### src/rtl/svc_pkg.sv
package svc_pkg;
  localparam int DEF_WIN_W  = 16;
  localparam int DEF_TBL_W  = 3;
  localparam int DEF_SYM_W  = 8;
  localparam int DEF_LEN_W  = 5;
  localparam int DEF_N_ENT  = 8;
  localparam int DEF_CW_MAX = 4;

  // State of the single miss record kept between lookup and fill.
  typedef enum logic {
    REC_EMPTY = 1'b0,
    REC_HELD  = 1'b1
  } rec_state_e;
endpackage

### src/rtl/svc_first.sv
module svc_first #(
  parameter int N = 8
) (
  input  logic [N-1:0] req,
  output logic [N-1:0] gnt,
  output logic         any
);
  // Lowest set bit wins.
  assign gnt = req & (~req + N'(1));
  assign any = |req;
endmodule

### src/rtl/svc_entry.sv
module svc_entry #(
  parameter int TBL_W = 3,
  parameter int CW_W  = 4,
  parameter int SYM_W = 8,
  localparam int ELEN_W = $clog2(CW_W + 1)
) (
  input  logic              clk,
  input  logic              rst_n,
  input  logic              wr,
  input  logic [TBL_W-1:0]  wr_tbl,
  input  logic [CW_W-1:0]   wr_code,
  input  logic [ELEN_W-1:0] wr_len,
  input  logic [SYM_W-1:0]  wr_sym,
  input  logic [TBL_W-1:0]  look_tbl,
  input  logic [CW_W-1:0]   look_top,
  output logic              vld,
  output logic              match,
  output logic [SYM_W-1:0]  sym,
  output logic [ELEN_W-1:0] len
);
  logic [TBL_W-1:0] e_tbl;
  logic [CW_W-1:0]  e_code;
  logic [CW_W-1:0]  e_mask;
  logic [CW_W-1:0]  w_mask;

  // Left-aligned masks: the top 'len' bits are significant.
  always_comb begin
    for (int b = 0; b < CW_W; b++) begin
      e_mask[CW_W-1-b] = (ELEN_W'(b) < len);
      w_mask[CW_W-1-b] = (ELEN_W'(b) < wr_len);
    end
  end

  always_ff @(posedge clk or negedge rst_n) begin
    if (!rst_n) begin
      vld    <= 1'b0;
      e_tbl  <= '0;
      e_code <= '0;
      len    <= '0;
      sym    <= '0;
    end else if (wr && !vld) begin
      vld    <= 1'b1;
      e_tbl  <= wr_tbl;
      e_code <= wr_code & w_mask;
      len    <= wr_len;
      sym    <= wr_sym;
    end
  end

  assign match = vld && (e_tbl == look_tbl) && ((look_top & e_mask) == e_code);
endmodule

### src/rtl/short_vlc_cache.sv
module short_vlc_cache
  import svc_pkg::*;
#(
  parameter int WIN_W  = DEF_WIN_W,
  parameter int TBL_W  = DEF_TBL_W,
  parameter int SYM_W  = DEF_SYM_W,
  parameter int LEN_W  = DEF_LEN_W,
  parameter int N_ENT  = DEF_N_ENT,
  parameter int CW_MAX = DEF_CW_MAX
) (
  input  logic             clk,
  input  logic             rst_n,
  input  logic             read_en,
  input  logic [WIN_W-1:0] win,
  input  logic [TBL_W-1:0] tbl_idx,
  input  logic             write_en,
  input  logic [SYM_W-1:0] dec_sym,
  input  logic [LEN_W-1:0] dec_len,
  output logic             dec_en,
  output logic             rsp_valid,
  output logic             rsp_hit,
  output logic [SYM_W-1:0] rsp_sym,
  output logic [LEN_W-1:0] rsp_len
);
  localparam int ELEN_W = $clog2(CW_MAX + 1);

  logic [CW_MAX-1:0] look_top;
  logic [N_ENT-1:0]  ent_vld;
  logic [N_ENT-1:0]  ent_match;
  logic [N_ENT-1:0]  hit_gnt;
  logic [N_ENT-1:0]  free_gnt;
  logic [N_ENT-1:0]  ent_wr;
  logic              any_hit;
  logic              any_free;
  logic [SYM_W-1:0]  ent_sym [N_ENT];
  logic [ELEN_W-1:0] ent_len [N_ENT];
  logic [SYM_W-1:0]  sel_sym;
  logic [ELEN_W-1:0] sel_len;

  rec_state_e        rec_q;
  logic [CW_MAX-1:0] rec_code_q;
  logic [TBL_W-1:0]  rec_tbl_q;
  logic              len_ok;
  logic              fill_ok;

  assign look_top = win[WIN_W-1 -: CW_MAX];

  genvar gi;
  generate
    for (gi = 0; gi < N_ENT; gi++) begin : g_ent
      svc_entry #(
        .TBL_W(TBL_W),
        .CW_W (CW_MAX),
        .SYM_W(SYM_W)
      ) u_ent (
        .clk     (clk),
        .rst_n   (rst_n),
        .wr      (ent_wr[gi]),
        .wr_tbl  (rec_tbl_q),
        .wr_code (rec_code_q),
        .wr_len  (ELEN_W'(dec_len)),
        .wr_sym  (dec_sym),
        .look_tbl(tbl_idx),
        .look_top(look_top),
        .vld     (ent_vld[gi]),
        .match   (ent_match[gi]),
        .sym     (ent_sym[gi]),
        .len     (ent_len[gi])
      );
    end
  endgenerate

  svc_first #(.N(N_ENT)) u_hit_sel (
    .req(ent_match),
    .gnt(hit_gnt),
    .any(any_hit)
  );

  svc_first #(.N(N_ENT)) u_free_sel (
    .req(~ent_vld),
    .gnt(free_gnt),
    .any(any_free)
  );

  always_comb begin
    sel_sym = '0;
    sel_len = '0;
    for (int i = 0; i < N_ENT; i++) begin
      sel_sym = sel_sym | ({SYM_W{hit_gnt[i]}} & ent_sym[i]);
      sel_len = sel_len | ({ELEN_W{hit_gnt[i]}} & ent_len[i]);
    end
  end

  // Fill qualification: a held record, a short non-zero length, a free slot.
  assign len_ok  = (dec_len != '0) && (dec_len <= LEN_W'(CW_MAX));
  assign fill_ok = write_en && (rec_q == REC_HELD) && len_ok && any_free;
  assign ent_wr  = free_gnt & {N_ENT{fill_ok}};

  // Response and decoder-enable registers.
  always_ff @(posedge clk or negedge rst_n) begin
    if (!rst_n) begin
      rsp_valid <= 1'b0;
      rsp_hit   <= 1'b0;
      dec_en    <= 1'b0;
      rsp_sym   <= '0;
      rsp_len   <= '0;
    end else begin
      rsp_valid <= read_en;
      rsp_hit   <= read_en && any_hit;
      dec_en    <= read_en && !any_hit;
      if (read_en && any_hit) begin
        rsp_sym <= sel_sym;
        rsp_len <= LEN_W'(sel_len);
      end
    end
  end

  // Miss record: a new miss overrides; a fill strobe consumes it.
  always_ff @(posedge clk or negedge rst_n) begin
    if (!rst_n) begin
      rec_q      <= REC_EMPTY;
      rec_code_q <= '0;
      rec_tbl_q  <= '0;
    end else if (read_en && !any_hit) begin
      rec_q      <= REC_HELD;
      rec_code_q <= look_top;
      rec_tbl_q  <= tbl_idx;
    end else if (write_en) begin
      rec_q      <= REC_EMPTY;
    end
  end
endmodule

### config.mk
export PLATFORM = sky130hd
export DESIGN_NAME = short_vlc_cache
export DESIGN_NICKNAME = d
export VERILOG_FILES = /design/src/rtl/svc_pkg.sv /design/src/rtl/svc_first.sv /design/src/rtl/svc_entry.sv /design/src/rtl/short_vlc_cache.sv
export SDC_FILE = /design/constraint.sdc
export NUM_CORES = 1
export LEC_CHECK = 0
export BUFFER_PORTS_ARGS = -buffer_cell sky130_fd_sc_hd__clkbuf_2
export CORE_ASPECT_RATIO = 1.25
export CORE_MARGIN = 5
export CORE_UTILIZATION = 45
export DETAILED_ROUTE_END_ITERATION = 16
export GPL_TIMING_DRIVEN = 0
export PLACE_DENSITY_LB_ADDON = 0.15
export SYNTH_ARGS = -nofsm -noshare
export SYNTH_HDL_FRONTEND = slang
export SYNTH_SLANG_ARGS = --single-unit
### constraint.sdc
create_clock -name clk -period 3.7 [get_ports clk]
set_clock_uncertainty 0.15 [all_clocks]
set_input_delay 0.74 -clock clk [delete_from_list [all_inputs] [get_ports clk]]
set_output_delay 0.74 -clock clk [all_outputs]
set_load 0.01 [all_outputs]
==> out/metrics.cfg <==
[run_status]
outcome = completed

[drt]
ant_nets = 0
drt_iter0_markers = 557
drt_wl_total_um = 23800
via_count = 6693
dr.pass1.iters = 5
wl_per_cell_um = 19.9
vias_per_cell = 5.59
drc = 0

[grt]
grt_pass1_wl_um = 37600
antenna_found_initial = 0
grt_max_degree = 93
grt_pass1_vias = 6548
grt_overflow = 0
grt_util_all_layers = 0.227

[floorplanning]
start_util = 0.459
dieArea_um2 = 21500
die_y_um = 163
pin_count = 52
core_um2 = 18200
rows = 55
die_x_um = 132

[layout]
seq_area_um2 = 4350
syn_to_final_growth_pct = 13.2
diodes = 0
n_fill_cell = 1718
nets = 993
drive_gt1_frac = 0.133
multiInputGateArea_um2 = 3660

[clock_network]
root_buffer = clkbuf_16
htreeDepth = 4
post-cts-setup-buffers = 0
cts_sinks = 174
clk_pin_slew_ns = 0.07
cts_resized = 0
ctsHoldBuffers = 0
cts_tree = yes
cts_buffers = 17
clkLatencyLatePin_ns = 0.44
cts_buffer_depth = 2

[logic_synthesis]
yosysUniqueCellTypes = 67
yosys.area.top_type = dfrtp_1
async_flop_share = 1.00
syn_avg_cell_area_um2 = 9.23
yosys_warnings = 0
synth-edff-count = 0
ys_seq_elements = 174
yosysTopAreaCellShare = 0.520
yosysMostFrequentCell = nand2_1
synth_ff_type = dfrtp_1
syn_area_um2 = 8380
syn_inst = 908
ys_seq_area_frac = 0.520
yosys-top-cells-count = 273 x nand2_1, 174 x dfrtp_1, 71 x o21ai_0, 43 x clkbuf_1, 36 x mux2_2
synth_area_leaders = dfrtp_1 52%, nand2_1 12%, mux2_2 4.8%, o21ai_0 4.2%, xnor2_1 2.4%

[power_and_ir_drop]
power_density_nw_per_um2 = 591
fin_total_pwr_mw = 5.61
ir_drop_mv = 0.364
p_leak_nw = 4.51

[timing]
finalCriticalPeriod_ns = 3.14
tightest_slew_ns = 0.805
post-route-period-util = 0.849
worst_slack_ns = 0.558
slew_headroom = 0.459
rsz0062_at_grt = no
slew_viol_final = 0
setup_tns_ns = 0
final_hold_viol_count = 0
setup_viol = 0
fmax_mhz = 318

[worst_setup_path]
crit_fanout = 10
endpoint_kind = register
critPathBufInv = 3
critical-path-slowest-cell = a2111oi_2
crit_type = in -> reg
r2r_slack_ns = 0.62
worst_ep_arrival_time_ns = 3.32
reg2reg_depth = 9
cpPeakStageDelay_ns = 0.72
cp_cell_sequence = clkbuf_2 > inv_2 > nor3_1 > nand2_1 > a2111oi_2 > clkbuf_1 > nor2b_1 > o221ai_1 > mux2_4
cp_data_required_time_ns = 3.88
r2r-end = rsp_sym[2]
r2r_start = g_ent[0].u_ent.len[2]
critPathTopFamily = compound AO/OA/AOI/OAI gates
crit_path_start_kind = input port

[placement]
dp_slack_ns = 0.152
dp_hpwl_um = 16600
gp_congestion = 0.832
io_buffer_count = 26

[min_path]
worstHoldPathType = in -> async

[run]
max_cap_viol_count = 0

-- how the worst max path moves through the flow --
stage	startpoint	endpoint	slack [ns]	cells after the start
after floorplan	tbl_idx[1]	rsp_sym[2]	0.78	9
after global placement	rst_n	g_ent[1].u_ent.e_code[1]	-1.62	1
after detailed placement	win[15]	rsp_sym[6]	0.15	11
after CTS	win[15]	rsp_sym[6]	0.60	11
after global routing	g_ent[0].u_ent.len[2]	rsp_sym[2]	0.29	9
final	win[13]	rsp_sym[2]	0.56	9
-- final cells by class --
cell class                 count  area share
clock buffer                  17      0.0448
multi-input combinational    648       0.386
clock inverter                15      0.0222
inverter                      26      0.0103
tap                          228      0.0301
timing repair buffer          29      0.0189
sequential                   174       0.459
buffer                        61      0.0289
-- worst reg2reg max path, cell delays in order (launching register included) --
cell	delay [ns]
dfrtp_1	0.32
clkbuf_1	0.32
a21oi_1	0.07
nor3_1	0.14
nand2_1	0.08
a2111oi_2	0.72
clkbuf_1	0.46
nor2b_1	0.24
o221ai_1	0.16
mux2_4	0.29
-- routing by layer --
metal	GRT usage	share of wire	routed length (µm)	up-vias
met5	0	0	0	-
met3	0.0362	0.038	904	30
met2	0.380	0.49	11700	154
li1	-	-	-	3185
met4	0.0669	0.017	394	0
met1	0.307	0.45	10800	3324
-- per-stage QoR --
stage / hold slack [ns] / area, µm² / utilization / std cells
floorplan: 0.287 / 8380 / - / 909
global placement: 0.299 / 8800 / 0.482 / 1163
detailed placement: 0.305 / 8850 / 0.485 / 1166
CTS: 0.254 / 9490 / 0.520 / 1198
global route: 0.282 / 9490 / 0.520 / 1198
finish: 0.218 / 9490 / 0.520 / 1198
-- cell families (layout without fill, tap and decap cells) --
family	Yosys count	in the layout	share of synthesized area
buffers and inverters	87	148	0.0443
flip-flops	174	174	0.520
multiplexers	39	39	0.0532
XOR/XNOR	34	34	0.0355
AO/OA/AOI/OAI	175	175	0.140
AND/OR/NAND/NOR	398	398	0.207
other	1	2	0.000448
-- state kept, by name (all words and copies together) (netlist names) --
| name | flops |
|---|---|
| rsp_valid | 1 |
| g_ent.u_ent.e_code | 32 |
| rec_code_q | 4 |
| rsp_hit | 1 |
| g_ent.u_ent.len | 24 |
| g_ent.u_ent.e_tbl | 24 |
| rsp_sym | 8 |
| rec_tbl_q | 3 |
| rec_q | 1 |
| rsp_len | 3 |
| g_ent.u_ent.vld | 8 |
| dec_en | 1 |
| g_ent.u_ent.sym | 64 |
-- layout by cell type, fill, tap and decap left out, types with 4 or more instances in the layout --
cell	netlist	layout
nor2b_1	5	5
mux2_2	36	36
bufinv_16	0	4
clkbuf_2	3	28
a221oi_1	5	5
a31oi_1	9	9
nand2b_1	24	24
or3_1	4	4
o2111ai_1	4	4
or2_2	4	4
xor2_1	11	11
dfrtp_1	174	174
inv_1	23	23
a221o_1	14	14
o211ai_1	9	9
nand2_1	273	273
nor3_1	9	9
xnor2_1	23	23
and3_1	6	6
nor4_1	7	7
inv_6	0	4
a21oi_1	15	15
clkbuf_16	0	17
clkbuf_1	43	43
buf_4	7	8
clkinv_4	0	4
a22oi_1	6	6
buf_2	6	7
o311ai_0	4	4
nand3_1	11	11
o21ai_0	71	71
nor2_1	34	34
a211oi_1	5	5
-- report_power, final --
part	internal [mW]	switching (mW)	total, mW
clock	1.14	0.819	1.96
combinational	0.451	0.674	1.12
sequential	2.25	0.270	2.52
Power figures use the tool's default switching activity.
